$ cat src/rtl/agp_seq_pkg.sv
package agp_seq_pkg;
  localparam int ADDR_W = 32;
  localparam int NQ     = 4;   // queue index = {write, high}

  localparam logic [2:0] ST_GO = 3'b111;

  // Status codes 0xx are data phases; low two bits pick the queue.
  function automatic logic is_phase(logic [2:0] s);
    return ~s[2];
  endfunction

  function automatic logic is_go(logic [2:0] s);
    return s == ST_GO;
  endfunction

  function automatic logic [1:0] phase_queue(logic [2:0] s);
    return s[1:0];
  endfunction

  // Outstanding counter step: issue and retire never coincide.
  function automatic int unsigned next_level(int unsigned lvl, logic inc, logic dec);
    return lvl + (inc ? 1 : 0) - (dec ? 1 : 0);
  endfunction
endpackage

$ cat src/rtl/agp_fifo.sv
module agp_fifo #(
  parameter int W     = 8,
  parameter int DEPTH = 4
) (
  input  logic         clk,
  input  logic         rst_n,
  input  logic         push,
  input  logic [W-1:0] din,
  input  logic         pop,
  output logic [W-1:0] dout,
  output logic         empty,
  output logic         full
);
  localparam int AW = (DEPTH > 1) ? $clog2(DEPTH) : 1;
  localparam int CW = $clog2(DEPTH + 1);

  logic [W-1:0]  mem [DEPTH];
  logic [AW-1:0] wp, rp;
  logic [CW-1:0] cnt;
  logic          do_push, do_pop;

  function automatic logic [AW-1:0] bump(logic [AW-1:0] p);
    return (p == AW'(DEPTH - 1)) ? '0 : p + 1'b1;
  endfunction

  assign empty   = (cnt == '0);
  assign full    = (cnt == CW'(DEPTH));
  assign do_push = push & ~full;
  assign do_pop  = pop & ~empty;
  assign dout    = mem[rp];

  always_ff @(posedge clk) begin
    if (do_push) mem[wp] <= din;
  end

  always_ff @(posedge clk or negedge rst_n) begin
    if (!rst_n) begin
      wp  <= '0;
      rp  <= '0;
      cnt <= '0;
    end else begin
      if (do_push) wp <= bump(wp);
      if (do_pop)  rp <= bump(rp);
      cnt <= cnt + CW'(do_push) - CW'(do_pop);
    end
  end
endmodule

$ cat src/rtl/agp_status_dec.sv
module agp_status_dec
  import agp_seq_pkg::*;
(
  input  logic       gnt_n,
  input  logic [2:0] st,
  output logic       phase_v,
  output logic [1:0] phase_q,
  output logic       go
);
  assign phase_v = ~gnt_n & is_phase(st);
  assign phase_q = phase_queue(st);
  assign go      = ~gnt_n & is_go(st);
endmodule

$ cat src/rtl/agp_req_seq.sv
module agp_req_seq
  import agp_seq_pkg::*;
#(
  parameter int TAG_W     = 4,
  parameter int REQ_DEPTH = 4,
  parameter int OUTS_MAX  = 6
) (
  input  logic              clk,
  input  logic              rst_n,
  input  logic              req_valid,
  input  logic [1:0]        req_cmd,
  input  logic [31:0]       req_addr,
  input  logic [TAG_W-1:0]  req_tag,
  output logic              req_ready,
  input  logic              gnt_n,
  input  logic [2:0]        st,
  input  logic [31:0]       ad_in,
  output logic [31:0]       ad_out,
  output logic              ad_oe,
  output logic              pipe_n,
  input  logic              lpbuf_full,
  output logic              rbf_n,
  output logic              rd_valid,
  output logic              rd_hi,
  output logic [TAG_W-1:0]  rd_tag,
  output logic [31:0]       rd_data,
  output logic              wr_go,
  output logic              wr_hi,
  output logic [TAG_W-1:0]  wr_tag,
  output logic              err
);
  localparam int PW = 2 + TAG_W + ADDR_W;
  localparam int CW = $clog2(OUTS_MAX + 1);

  // decoded events, named for the checker
  logic          phase_v, go;
  logic [1:0]    phase_q;
  logic          issue, hit, miss, rbf_viol;
  logic          pend_empty, pend_full;
  logic [PW-1:0] pend_dout;
  logic [1:0]    issue_q;
  logic [CW-1:0] outs_cnt;
  logic [31:0]   outs_level;
  logic [NQ-1:0] oq_empty;
  logic [TAG_W-1:0] oq_dout [NQ];

  agp_status_dec u_dec (
    .gnt_n   (gnt_n),
    .st      (st),
    .phase_v (phase_v),
    .phase_q (phase_q),
    .go      (go)
  );

  assign req_ready = ~pend_full;

  agp_fifo #(.W(PW), .DEPTH(REQ_DEPTH)) u_pend (
    .clk   (clk),
    .rst_n (rst_n),
    .push  (req_valid & ~pend_full),
    .din   ({req_cmd, req_tag, req_addr}),
    .pop   (issue),
    .dout  (pend_dout),
    .empty (pend_empty),
    .full  (pend_full)
  );

  assign issue_q    = pend_dout[PW-1 -: 2];
  assign issue      = go & ~pend_empty & (outs_cnt < CW'(OUTS_MAX));
  assign hit        = phase_v & ~oq_empty[phase_q];
  assign miss       = phase_v & oq_empty[phase_q];
  assign rbf_viol   = phase_v & (phase_q == 2'b00) & ~rbf_n;
  assign outs_level = 32'(outs_cnt);

  for (genvar q = 0; q < NQ; q++) begin : g_oq
    logic oq_full_unused;
    agp_fifo #(.W(TAG_W), .DEPTH(OUTS_MAX)) u_oq (
      .clk   (clk),
      .rst_n (rst_n),
      .push  (issue & (issue_q == 2'(q))),
      .din   (pend_dout[ADDR_W +: TAG_W]),
      .pop   (hit & (phase_q == 2'(q))),
      .dout  (oq_dout[q]),
      .empty (oq_empty[q]),
      .full  (oq_full_unused)
    );
  end

  always_ff @(posedge clk or negedge rst_n) begin
    if (!rst_n) begin
      pipe_n   <= 1'b1;
      ad_oe    <= 1'b0;
      ad_out   <= '0;
      rbf_n    <= 1'b1;
      rd_valid <= 1'b0;
      rd_hi    <= 1'b0;
      rd_tag   <= '0;
      rd_data  <= '0;
      wr_go    <= 1'b0;
      wr_hi    <= 1'b0;
      wr_tag   <= '0;
      err      <= 1'b0;
      outs_cnt <= '0;
    end else begin
      pipe_n   <= ~issue;
      ad_oe    <= issue;
      if (issue) ad_out <= pend_dout[ADDR_W-1:0];
      rbf_n    <= ~lpbuf_full;
      rd_valid <= hit & ~phase_q[1];
      wr_go    <= hit & phase_q[1];
      if (hit & ~phase_q[1]) begin
        rd_hi   <= phase_q[0];
        rd_tag  <= oq_dout[phase_q];
        rd_data <= ad_in;
      end
      if (hit & phase_q[1]) begin
        wr_hi  <= phase_q[0];
        wr_tag <= oq_dout[phase_q];
      end
      err      <= miss | rbf_viol;
      outs_cnt <= CW'(next_level(int'(outs_cnt), issue, hit));
    end
  end
endmodule

$ cat config.mk
export PLATFORM = sky130hd
export DESIGN_NAME = agp_req_seq
export DESIGN_NICKNAME = d
export VERILOG_FILES = /design/src/rtl/agp_seq_pkg.sv /design/src/rtl/agp_fifo.sv /design/src/rtl/agp_status_dec.sv /design/src/rtl/agp_req_seq.sv
export SDC_FILE = /design/constraint.sdc
export NUM_CORES = 1
export LEC_CHECK = 0
export BUFFER_PORTS_ARGS = -buffer_cell sky130_fd_sc_hd__buf_2
export CELL_PAD_IN_SITES_DETAIL_PLACEMENT = 1
export CELL_PAD_IN_SITES_GLOBAL_PLACEMENT = 2
export CORE_MARGIN = 5
export CORE_UTILIZATION = 40
export DETAILED_ROUTE_END_ITERATION = 6
export PLACE_DENSITY = 0.71
export SLEW_MARGIN = 5
export SYNTH_ARGS = -nofsm -noshare
export SYNTH_HDL_FRONTEND = slang
export SYNTH_SLANG_ARGS = --single-unit
export TNS_END_PERCENT = 1
$ cat constraint.sdc
create_clock -name clk -period 5.1 [get_ports clk]
set_clock_uncertainty 0.2 [all_clocks]
set_input_delay 0.255 -clock clk [delete_from_list [all_inputs] [get_ports clk]]
set_output_delay 0.255 -clock clk [all_outputs]
set_load 0.05 [all_outputs]
# Word level (Yosys, flattened, before mapping)

Memories as Yosys holds them, arrays and structs flattened.
Cells that the tools add are included.

Bits in registers: 126
Input port bits: 78
Bits in writable memories: 248
Output and inout port bits: 81
Memories kept: 5

Reduce and logical (&&, ||, !) cells: 7
Bitwise operators: 48
Add/subtract/negate cells: 22
Eq/ne operators: 22
Multiplexer cells: 27
$lt $le $gt $ge: 3

Memories:

| memory           | depth | bits a word | rd ports | clocked after memory_dff | wr ports | line           | RTL |
|---|---|---|---|---|---|---|---|
| u_pend.mem       | 4     | 38          | 1        | 0                        | 1        | agp_fifo.sv:17 | `logic [W-1:0] mem [DEPTH];` |
| g_oq[0].u_oq.mem | 6     | 4           | 1        | 0                        | 1        | agp_fifo.sv:17 |  |
| g_oq[1].u_oq.mem | 6     | 4           | 1        | 0                        | 1        | agp_fifo.sv:17 |  |
| g_oq[2].u_oq.mem | 6     | 4           | 1        | 0                        | 1        | agp_fifo.sv:17 |  |
| g_oq[3].u_oq.mem | 6     | 4           | 1        | 0                        | 1        | agp_fifo.sv:17 |  |

Operators with widths:

| cell                | count |
|---|---|
| $eq 3x3->1 const B  | 14 |
| $and 1x1->1         | 29 |
| $add 3x1->3 const B | 8 |
| $mux 3              | 8 |
| $add 3x1->3         | 6 |
| $sub 3x1->3         | 6 |
| $not 1->1           | 17 |
| $logic_not 3->1     | 5 |
| $mux 1              | 13 |
| $eq 2x2->1 const B  | 6 |
| $bmux 4 s2          | 1 |
| $mux 4              | 2 |
| $add 2x1->2 const B | 2 |
| $eq 2x1->1 const B  | 2 |
| $logic_not 2->1     | 2 |
| $mux 2              | 2 |
| $ge 3x3->1 const B  | 1 |
| $lt 2x3->1 const B  | 1 |
| $lt 3x3->1 const B  | 1 |
| $not 2->3           | 1 |
| $bmux 1 s2          | 1 |
| $or 1x1->1          | 1 |

# Longest topological paths before layout

Gate-level depths: netlist of the first run.

Depth after elaboration: 8
Mapped depth: 14
Gate-level depth less buffers: 11

# Hierarchy

A second synthesis of the first run with hierarchy kept.

Cell total of the unflattened synthesis: 815
Area, all modules: 15,026.9 um^2

By module, submodules not included:

| module                      | seq. area each (um^2) | area each (um^2) | cells an instance | times used |
|---|---|---|---|---|
| agp_fifo (u_pend)           | 4,739.5               | 5,948.2          | 243               | 1 |
| agp_fifo (g_oq[0].u_oq ...) | 945.9                 | 1,400.1          | 87                | 3 |
| agp_req_seq                 | 2,079.5               | 3,445.8          | 219               | 1 |
| agp_fifo (g_oq[1].u_oq)     | 945.9                 | 1,403.8          | 88                | 1 |
| agp_status_dec              | 0.0                   | 28.8             | 4                 | 1 |

# Least setup slack after synthesis of the first run

Ideal clock, no wire load.

Path kind: reg2reg
From: register outs_cnt[1]
To: register u_pend.cnt[2]
Data required time: 4,775 ps
Cell stages (with the launch flop): 15
Arrival: 2,836 ps
Library setup time: 125 ps
Path slack: 1,939 ps
Cells stage by stage: dfrtp_1 -> ha_1 -> nand2b_1 -> or4_4 -> buf_6 -> clkbuf_1 -> buf_1 -> inv_1 -> ha_1 -> inv_1 -> ha_1 -> inv_1 -> fa_1 -> xnor2_1 -> xnor2_1

Word-level cells in the longest chain between the ends: 4

Ends and longest elaborated chain:

| item                   | line               | RTL |
|---|---|---|
| from (decl)            | agp_req_seq.sv:42  | `logic [CW-1:0] outs_cnt;` |
| from (signal assigned) | agp_req_seq.sv:121 | `outs_cnt <= CW'(next_level(int'(outs_cnt), issue, hit));` |
| $lt 3x3->1             | agp_req_seq.sv:69  | `assign issue = go & ~pend_empty & (outs_cnt < CW'(OUTS_MAX));` |
| $and 1x1->1            | agp_req_seq.sv:69  |  |
| $and 1x1->1            | agp_fifo.sv:29     | `assign do_pop = pop & ~empty;` |
| net u_pend.do_pop      | agp_fifo.sv:20     | `logic do_push, do_pop;` |
| $sub 3x1->3            | agp_fifo.sv:44     | `cnt <= cnt + CW'(do_push) - CW'(do_pop);` |
| to (signal assigned)   | agp_fifo.sv:44     |  |
| to (decl)              | agp_fifo.sv:19     | `logic [CW-1:0] cnt;` |

The timed path passes the listed nets, and every way through them passes these cells.
A chain may end at the register's enable or synchronous reset.

# Worst setup path after layout of the first run

From: register outs_cnt[1]
To: memory g_oq[0].u_oq.mem[4][1] in the netlist's numbering, enable pin

Word-level cells in the longest chain between the ends: 6

Ends and longest elaborated chain:

| item                         | line              | RTL |
|---|---|---|
| $lt 3x3->1                   | agp_req_seq.sv:69 |  |
| $and 1x1->1                  | agp_req_seq.sv:69 |  |
| $and 1x1->1                  | agp_req_seq.sv:80 | `.push (issue & (issue_q == 2'(q))),` |
| $and 1x1->1                  | agp_fifo.sv:28    | `assign do_push = push & ~full;` |
| $mux 1                       | agp_fifo.sv:33    | `if (do_push) mem[wp] <= din;` |
| $mux 1 (not written as such) | agp_fifo.sv:33    |  |
| to (decl)                    | agp_fifo.sv:17    |  |

No other way between the ends.

==> results of run 1 <==
[cell type report]
class	count	area (um2)	area share [%]
inverter	31	121.4	0.6738
multi-input combinational	372	3742	20.78
tap	468	585.6	3.251
clock buffer	61	1224	6.794
timing repair buffer	242	1615	8.968
sequential	374	10610	58.88
clock inverter	14	117.6	0.6530
[layer usage]
metal	up-vias	track usage (%)
li1	3594	-
met5	-	0
met3	47	3.562
met2	172	27.34
met1	4039	20.69
met4	0	4.105
[sequential cells by signal, summed over array words and instances, names as in the netlist, 2 cells and up]
signal / flops
u_pend.rp: 2
g_oq.u_oq.cnt: 12
u_pend.mem: 152
ad_out: 32
g_oq.u_oq.rp: 12
wr_tag: 4
u_pend.cnt: 3
outs_cnt: 3
u_pend.wp: 2
g_oq.u_oq.mem: 96
rd_data: 32
g_oq.u_oq.wp: 12
rd_tag: 4
[cells in the final DEF, fill, tap and decap left out, types with 19 or more instances in the layout]
master and n:
edfxtp_1 248, buf_2 157, dfrtp_1 122, mux2_2 79
dlygate4sd3_1 75, mux4_2 44, clkbuf_16 43, mux2i_1 37
nand2_1 33, inv_1 30, nor2_1 20, nor3_1 19
[power groups by stage]
stage | Clock (uW) | Sequential (uW) | Combinational, uW
2_1_floorplan | 0 | 5300 | 1530
3_3_place_gp | 0 | 4620 | 3120
3_5_place_dp | 0 | 4650 | 3150
4_1_cts | 2990 | 4590 | 3210
5_1_grt | 3140 | 4680 | 3370
6_report | 2900 | 4580 | 3130
[through the flow]
step,setup slack [ns],hold WS [ns],instances,area [um2],power [uW]
4_1_cts,1.577,0.03223,1562,18010,10790
6_report,1.622,0.05293,1562,18010,10620
3_3_place_gp,1.634,0.1474,1412,15920,7739
3_5_place_dp,1.547,0.1616,1412,15920,7794
5_1_grt,1.439,0.06619,1562,18010,11190
2_1_floorplan,1.939,-0.2406,812,14620,6829
[cells by family (layout without fill, tap and decap cells)]
| family | Yosys count | count (layout) | synth area share (%) |
|---|---|---|---|
| compound gates | 40 | 40 | 1.849 |
| xor+xnor | 20 | 20 | 1.198 |
| fa+ha+maj | 23 | 23 | 2.277 |
| buf+inv | 66 | 348 | 1.900 |
| flops | 374 | 374 | 72.53 |
| mux | 161 | 161 | 15.50 |
| simple gates | 128 | 128 | 4.742 |
[worst paths after layout]
path                                        from                                to  depth (start not counted)
hold reg to reg                rd_hi$_DFFE_PN0P_                 rd_hi$_DFFE_PN0P_                          1
min in group asynchronous                  rst_n    g_oq[0].u_oq.rp[0]$_DFFE_PN0P_                          2
setup / recovery           outs_cnt[1]$_DFF_PN0_  g_oq[0].u_oq.mem[4][1]$_DFFE_PP_                          5
setup reg to reg           outs_cnt[1]$_DFF_PN0_  g_oq[0].u_oq.mem[4][1]$_DFFE_PP_                          5
hold / removal                             st[1]                   wr_go$_DFF_PN0_                          3
max in group asynchronous                  rst_n                 wr_hi$_DFFE_PN0P_                          3
[critical path: stages, from the launching register on]
cell and delay, ns:
dfrtp_1 0.40, ha_1 0.19, nand2b_1 0.13, or4_4 0.74
or4_4 0.70, nor4b_1 0.73
==> results.py, run 1 <==
metrics = {
    "global_routing": {
        "antenna_found_initial": 0,
        "first_global_vias": 8715,
        "grt_first_pass_wirelength_um": 50960,
        "grt_max_degree": 69,
        "grtUsageTotal_pct": 15.93,
        "grt_remaining_overflow": 0,
    },
    "job": {
        "drv_cap": 0,
    },
    "route": {
        "wl_per_cell_um": 20.38,
        "vias": 7852,
        "met2_length_um": 15930,
        "initialDrtViolationCount": 333,
        "postRouteAntennaNets": 0,
        "drt-met1-wl_um": 13620,
        "via_per_inst": 5.027,
        "wl_met3_um": 1599,
        "dr.max_layer_used": "met4",
        "drc_errors": 0,
        "routed_wl_um": 31830,
        "dr.pass1.iters": 5,
    },
    "floorplanning": {
        "ios": 159,
        "row_count": 70,
        "core_region_area_um2": 36350,
        "initial_core_util_pct": 40.22,
        "die_w_um": 201.2,
        "die_h_um": 201.2,
        "die-area_um2": 40470,
    },
    "finish": {
        "diodes": 0,
        "area_growth_pct": 23.21,
        "nets": 1163,
        "final_util_pct": 49.55,
        "drive_gt1_share_pct": 33.91,
        "n_fill_cell": 3457,
    },
    "sta": {
        "setup_viol": 0,
        "worstMarginPinSlew_ns": 1.007,
        "hold_violations": 0,
        "fin_crit_sh_pct": 68.20,
        "timing.final.crit_period_ns": 3.478,
        "max_freq_ghz": 0.2875,
        "rsz0062_at_grt": "no",
        "finalSetupTns_ns": 0,
        "max_slew_margin_pct": 32.27,
        "drv_slew": 0,
    },
    "critical_path": {
        "startpoint_type": "flop",
        "r2r_slack_ns": 1.62,
        "cp.arrival_ns": 3.43,
        "crit_path_max_fanout": 43,
        "critical_path_required_ns": 5.05,
        "crit_type": "reg -> reg",
        "end_kind": "flop",
    },
    "clock_tree": {
        "post_cts_buffers": 0,
        "clockRootBuffer": "clkbuf_16",
        "hold_buffers": 75,
        "clkSinkCount": 374,
        "cts_resized": 0,
        "worstSkewPairLatency_ns": 0.53,
        "clk_pin_slew_ns": 0.06,
        "cts_max_level": 2,
        "cts_buffer_depth": 3,
        "cts_tree": "done",
        "cts_buffers": 41,
    },
    "synth": {
        "postSynthAreaPerCell_um2": 18.00,
        "synth_top_area_share_pct": 50.95,
        "yosysWarnings": 0,
        "syn-num-nets": 913,
        "synth-edff-count": 248,
        "synth_most_common_cell": "edfxtp_1",
        "ys_ff_latch": 374,
        "synthTopCellsByCount": "248 x edfxtp_1, 124 x dfrtp_1, 79 x mux2_2",
        "synth_area_leaders": "edfxtp_1 51%, dfrtp_1 21%, mux4_2 6.8%",
        "synth_cell_types": 48,
        "async_flop_share_pct": 33.69,
        "synth_flop_cell": "edfxtp_1",
        "syn_inst": 812,
        "netlist_area_um2": 14620,
        "synth-seq-area-share_pct": 72.53,
        "yosys.area.top_type": "edfxtp_1",
    },
    "status": {
        "status": "completed",
    },
    "power": {
        "ir_worst_vdd_mv": 0.3867,
        "power_density_nw_per_um2": 589.4,
        "seq_power_share_pct": 43.2,
        "power_frac_comb_pct": 29.5,
        "cellLeakagePower_uw": 0.007014,
        "pwr-share-clk_pct": 27.3,
        "switching_power_uw": 3662,
        "p_int_uw": 6954,
        "swShare_pct": 34.50,
    },
    "placement": {
        "dpl.hpwl_um": 20170,
        "io_buffers": 158,
        "gp_congestion": 0.7439,
    },
    "hold_path": {
        "hold_path_class": "in -> reg",
    },
}
Power figures use the tool's default switching activity.
==> inputs of run 2 (changes only) <==
- ABC_AREA: default -> 1
- CORE_UTILIZATION: 40 -> 39
- PLACE_DENSITY: 0.71 -> 0.77
- clock period: 5.1 -> 3.5 ns (I/O delays scaled with it)
==> run 2 against run 1 <==
Critical endpoint is now g_oq[0].u_oq.cnt[2]$_DFF_PN0_. Clock power rose by 37%. Wire length rose by 21%. The flow now finishes with violations (negative hold slack). Largest cell class unchanged. Critical path type is now in -> reg. Cell area rose by 3.1%. Highest routed layer is now met5. Largest power group unchanged.
==> results.py, run 2 <==
metrics = {
    "global_routing": {
        "grt_max_degree": 75,
        "grt_first_pass_wirelength_um": 62560,
        "grt_remaining_overflow": 0,
        "antenna_found_initial": 3,
        "grtUsageTotal_pct": 18.04,
        "first_global_vias": 11360,
    },
    "critical_path": {
        "crit_type": "in -> reg",
        "critical_path.top_delay_family": "buffers and inverters",
        "rr_worst_depth": 11,
        "startpoint_type": "input port",
        "crit_buf_inv": 5,
        "crit_top_cell": "inv_1",
        "cp.arrival_ns": 3.24,
        "cp_cell_sequence": "dlygate4sd3_1 -> buf_2 -> nand2_1 -> inv_1 -> nand3_1 -> o21ai_1 -> nor2_2 -> nand2_2 -> nor2_1 -> ha_1 -> inv_1 -> ha_1 -> inv_1 -> fa_1 -> xnor2_1 -> xor2_1",
        "end_kind": "flop",
        "cp.depth": 16,
        "slowest_delay_ns": 0.55,
        "crit_path_max_fanout": 7,
        "slowest_stage": "dlygate4sd3_1",
        "critical_path_required_ns": 3.80,
    },
    "finish": {
        "nets": 1710,
        "reg_top3": "u_pend.mem (152), g_oq.u_oq.mem (96)",
        "largest-register": "u_pend.mem",
        "mostFrequentLayoutCells": "362 x nand2_1, 248 x edfxtp_1, 162 x nor2_1",
        "final_common_cell": "nand2_1",
        "largest_reg_flops": 152,
        "area_growth_pct": 22.66,
        "drive_gt1_share_pct": 15.60,
    },
    "clock_tree": {
        "worstSkewPairLatency_ns": 0.58,
        "clkSinkCount": 374,
        "clockRootBuffer": "clkbuf_16",
        "clk_pin_slew_ns": 0.06,
        "cts_resized": 0,
        "cts_max_level": 2,
        "cts_buffers": 40,
        "cts_buffer_depth": 3,
        "cts_tree": "done",
    },
    "placement": {
        "dpl.hpwl_um": 24130,
        "gp_congestion": 0.7682,
        "dp_slack_ns": 0.5130,
        "io_buffers": 158,
    },
    "synth": {
        "synth_flop_cell": "edfxtp_1",
        "yosys.area.top_type": "edfxtp_1",
        "netlist_area_um2": 15140,
        "synth_area_leaders": "edfxtp_1 49%, dfrtp_1 20%, nand2_1 9.0%",
        "synth_most_common_cell": "nand2_1",
        "synth-seq-area-share_pct": 70.03,
        "postSynthAreaPerCell_um2": 11.12,
        "synth_cell_types": 28,
        "synth-edff-count": 248,
        "yosysWarnings": 0,
        "synthTopCellsByCount": "362 x nand2_1, 248 x edfxtp_1, 166 x nor2_1",
        "syn_inst": 1361,
        "ys_ff_latch": 374,
        "synth_top_area_share_pct": 49.19,
        "syn-num-nets": 1462,
        "async_flop_share_pct": 33.69,
    },
    "route": {
        "vias": 10580,
        "routed_wl_um": 38540,
        "via_per_inst": 4.895,
        "dr.pass1.iters": 4,
        "postRouteAntennaNets": 0,
        "drc_errors": 0,
        "wl_per_cell_um": 17.84,
        "initialDrtViolationCount": 618,
    },
    "floorplanning": {
        "initial_core_util_pct": 39.27,
        "die_w_um": 207.0,
        "die-area_um2": 42860,
        "die_h_um": 207.0,
        "row_count": 72,
        "ios": 159,
        "core_region_area_um2": 38560,
    },
    "sta": {
        "worstMarginPinSlew_ns": 0.7680,
        "fin_hold_ws_ns": -0.01586,
        "max_freq_ghz": 0.3391,
        "finalSetupTns_ns": 0,
        "max_slew_margin_pct": 48.80,
        "setup_viol": 0,
        "fin_ws_ns": 0.5509,
        "hold_violations": 2,
        "rsz0062_at_grt": "no",
        "fin_crit_sh_pct": 84.26,
        "drv_slew": 0,
        "timing.final.crit_period_ns": 2.949,
    },
    "status": {
        "violations": "negative hold slack",
        "status": "finished with violations",
    },
    "hold_path": {
        "hold_path_class": "in -> async",
    },
    "power": {
        "power_density_nw_per_um2": 881.0,
        "cellLeakagePower_uw": 0.007813,
        "ir_worst_vdd_mv": 0.5149,
    },
    "job": {
        "drv_cap": 0,
    },
}
==> run 2: changes by cell type in the layout (fill, tap and decap cells not counted), moves of 37 or more <==
cell	previous run	this run
mux4_2	44	0
nor2_1	20	162
inv_1	30	78
nand2_1	33	362
nand3_1	6	76
o21ai_0	7	123
mux2_2	79	0
mux2i_1	37	0
==> run 2: cells by family after synthesis <==
group | after synthesis | synth area share [%]
and+or+nand+nor | 643 | 17.06
DFF | 374 | 70.03
AOI/OAI and AO/OA | 168 | 5.892
buffers and inverters | 134 | 3.719
adders and majority gates | 23 | 2.198
xor gates and xnor gates | 19 | 1.099
==> run 2: stage by stage <==
step	area (um2)	total power (uW)	utilization [%]	std cells
final	18570	16360	48.17	2161
after global routing	18570	17450	48.17	2161
after CTS	18570	16650	48.15	2159
after detailed placement	16530	12480	42.87	2004
after global placement	16530	12340	42.87	2004
after floorplan	15140	10580	-	1361
==> run 2: cell type report <==
cell class / instances / area (um2)
Antenna cell: 2 / 5.005
Clock buffer: 47 / 1047
Clock inverter: 27 / 178.9
Fill cell: 4246 / 19990
Inverter: 82 / 307.8
Multi-Input combinational cell: 853 / 4005
Sequential cell: 374 / 10600
Tap cell: 518 / 648.1
Timing Repair Buffer: 258 / 1775
==> run 2: path summary, 6_finish.rpt <==
| kind | to | startpoint | slack (ns) |
|---|---|---|---|
| worst min-delay path | g_oq[0].u_oq.rp[1]$_DFFE_PN0P_ | rst_n | -0.02 |
| worst max register to register | g_oq[3].u_oq.cnt[2]$_DFF_PN0_ | u_pend.cnt[1]$_DFF_PN0_ | 0.59 |
| max in group asynchronous | pipe_n$_DFF_PN1_ | rst_n | 2.28 |
| worst max-delay path | g_oq[0].u_oq.cnt[2]$_DFF_PN0_ | st[1] | 0.55 |
| worst min register to register | wr_tag[1]$_DFFE_PN0P_ | wr_tag[1]$_DFFE_PN0P_ | 0.27 |
| min in group clk | rbf_n$_DFF_PN1_ | lpbuf_full | 0.05 |
==> run 2: power by group <==
part / internal [uW] / switching, uW
Sequential: 6000 / 643
Clock: 2170 / 1790
Combinational: 1510 / 4240
==> run 2: per-layer routing <==
layer  part of all wire [%]  vias to the layer above  global-route usage (%)
li1                       -                     5090                       -
met1                     44                     5239                   23.52
met2                     49                      186                   30.66
met3                    4.4                       62                   4.206
met4                    2.2                        2                   4.583
met5                  0.018                        -                       0
==> run 2: what timing repair did <==
| action | in CTS | in global routing |
|---|---|---|
| endpoints found under the hold margin | 333 | 0 |
| hold buffers | 81 | 0 |
| setup buffers | 0 | 0 |
==> inputs of run 3 (changes only) <==
- CORE_UTILIZATION: 39 -> 35
- PLACE_DENSITY: 0.77 -> 0.73
- clock period: 3.5 -> 2.7 ns (I/O delays scaled with it)
==> run 3 against run 2 <==
The run now ends clean. Sequential share of layout area down 2.0 points. Utilization is 3.3 points lower. Cell area grew 3.7%. Count of clock-buffer cells in the layout rose by 16. Via count is 1.4% higher. Critical path depth is the same. Cell count grew 5.0%. Die area up 11%. Total power grew 35%. Worst hold slack improved by 0.11 ns. Non-clock buffer count up 38. Critical path type unchanged. Largest power group unchanged.
==> results.py, run 3 (synthesis results as in run 2) <==
metrics = {
    "status": {
        "status": "completed",
    },
    "critical_path": {
        "timing.rr.end": "g_oq[0].u_oq.cnt[2]$_DFF_PN0_",
        "cp.arrival_ns": 2.85,
        "critical_path_required_ns": 3.00,
        "rr_worst_depth": 13,
        "startpoint_type": "input port",
        "crit_type": "in -> reg",
        "crit_path_max_fanout": 6,
        "r2r-start": "g_oq[3].u_oq.cnt[2]$_DFF_PN0_",
        "r2r_slack_ns": 0.15,
        "end_kind": "flop",
    },
    "sta": {
        "finalSetupTns_ns": 0,
        "drv_slew": 0,
        "fin_ws_ns": 0.1467,
        "fin_hold_ws_ns": 0.09823,
        "fin_crit_sh_pct": 94.57,
        "max_freq_ghz": 0.3917,
        "setup_viol": 0,
        "max_slew_margin_pct": 47.92,
        "rsz0062_at_grt": "yes",
        "hold_violations": 0,
        "worstMarginPinSlew_ns": 0.7812,
        "timing.final.crit_period_ns": 2.553,
    },
    "finish": {
        "register_area_um2": 10610,
        "reg_top3": "u_pend.mem (152), g_oq.u_oq.mem (96)",
        "largest_reg_flops": 152,
        "stdcell_count": 2268,
        "largest-register": "u_pend.mem",
        "final_common_cell": "nand2_1",
        "design_area_um2": 19260,
        "n_fill_cell": 4661,
        "drive_gt1_share_pct": 18.44,
        "multi_input_area_um2": 4045,
        "area_growth_pct": 27.23,
        "mostFrequentLayoutCells": "361 x nand2_1, 248 x edfxtp_1, 159 x nor2_1",
        "nets": 1749,
    },
    "clock_tree": {
        "clkSinkCount": 374,
        "clockRootBuffer": "clkbuf_16",
        "worstSkewPairLatency_ns": 0.58,
        "cts_tree": "done",
        "cts_buffers": 41,
        "cts_buffer_depth": 3,
        "cts_max_level": 2,
        "clk_pin_slew_ns": 0.07,
    },
    "power": {
        "cellLeakagePower_uw": 0.008111,
        "switching_power_uw": 8707,
        "pwr-share-clk_pct": 26.2,
        "p_int_uw": 13450,
        "seq_power_share_pct": 38.5,
        "ir_worst_vdd_mv": 0.8255,
        "power_density_nw_per_um2": 1150,
        "swShare_pct": 39.29,
        "power_frac_comb_pct": 35.3,
    },
    "floorplanning": {
        "core_region_area_um2": 42980,
        "die-area_um2": 47520,
        "ios": 159,
        "die_w_um": 218.0,
        "row_count": 76,
        "initial_core_util_pct": 35.23,
        "die_h_um": 218.0,
    },
    "hold_path": {
        "hold_path_class": "in -> reg",
        "min_from": "req_addr[10]",
        "min_path_cells": 2,
        "worst_hold_path.endpoint": "u_pend.mem[2][10]$_DFFE_PP_",
    },
    "placement": {
        "dpl.hpwl_um": 24990,
        "dp_slack_ns": -0.01390,
        "place_area_um2": 16960,
        "gp_congestion": 0.7429,
        "dp.cells": 2106,
        "io_buffers": 158,
    },
    "global_routing": {
        "grt_first_pass_wirelength_um": 63420,
        "grtUsageTotal_pct": 16.75,
        "first_global_vias": 11500,
        "grt_remaining_overflow": 0,
        "grt_max_degree": 75,
        "antenna_found_initial": 2,
    },
    "route": {
        "dr.pass1.iters": 5,
        "drc_errors": 0,
        "wl_per_cell_um": 17.53,
        "routed_wl_um": 39750,
        "postRouteAntennaNets": 0,
        "via_per_inst": 4.731,
        "initialDrtViolationCount": 499,
        "vias": 10730,
    },
    "job": {
        "drv_cap": 0,
    },
}
[run 3: cell types whose count changed in the layout (fill, tap and decap cells not counted), sizes merged]
cell,delta
buf,+39
bufinv,+4
clkbuf,+16
clkinv,-19
clkinvlp,+2
dlygate4sd3,-1
inv,-1
[run 3: metal layers]
layer / wire length [um] / up-vias / global-route usage [%]
met5: 0 / - / 0
met4: 802 / 0 / 4.605
met3: 1485 / 54 / 2.777
met2: 19680 / 178 / 29.34
met1: 17780 / 5335 / 21.58
li1: - / 5162 / -
[run 3: cell type report]
| cell class | instances | area share [%] |
|---|---|---|
| antenna | 2 | 0.02598 |
| clock buffer | 63 | 6.170 |
| clock inverter | 13 | 1.195 |
| inverter | 82 | 1.598 |
| multi-input combinational | 853 | 21.00 |
| sequential | 374 | 55.05 |
| tap | 585 | 3.800 |
| timing repair buffer | 296 | 11.16 |
[run 3: power groups by stage]
stage               Clock, uW  Sequential [uW]  Combinational [uW]
finish                   5800             8530                7830
global route             6210             8690                8700
CTS                      5980             8560                7900
detailed placement          0             8650                7760
global placement            0             8600                7600
floorplan                   0            10100                3590
[run 3: through the flow]
step / utilization, % / total power, uW
after global routing: 44.82 / 23600
after detailed placement: 39.47 / 16410
final: 44.82 / 22160
after floorplan: - / 13710
after CTS: 44.66 / 22440
after global placement: 39.47 / 16200
[run 3: worst max path at each step]
stage / endpoint / depth (start not counted) / slack, ns / start
5_1_grt: g_oq[0].u_oq.cnt[2]$_DFF_PN0_ / 11 / -0.05 / outs_cnt[1]$_DFF_PN0_
4_1_cts: g_oq[2].u_oq.cnt[2]$_DFF_PN0_ / 13 / 0.01 / g_oq[3].u_oq.cnt[1]$_DFF_PN0_
3_5_place_dp: g_oq[2].u_oq.cnt[2]$_DFF_PN0_ / 15 / -0.01 / st[1]
2_1_floorplan: u_pend.mem[3][0]$_DFFE_PP_ / 4 / -0.07 / u_pend.cnt[1]$_DFF_PN0_
6_report: g_oq[0].u_oq.cnt[2]$_DFF_PN0_ / 16 / 0.15 / st[1]
3_3_place_gp: g_oq[2].u_oq.cnt[2]$_DFF_PN0_ / 15 / 0.13 / st[1]
[run 3: worst max-delay path, cell delays in order]
cell           delay [ns]
dlygate4sd3_1        0.53
buf_2                0.18
nand2_2              0.12
inv_1                0.06
nand3_1              0.11
o21ai_2              0.08
nor2_2               0.15
nand2_4              0.11
nor2_2               0.14
ha_1                 0.24
inv_1                0.06
ha_1                 0.13
inv_1                0.05
fa_1                 0.39
xnor2_1              0.20
xor2_1               0.17
[run 3: timing repair]
item	4_1_cts	5_1_grt
setup endpoints to repair	0	12
buffers inserted	0	4
hold buffers	81	0
gates resized for setup	0	13
endpoints found under the hold margin	330	0
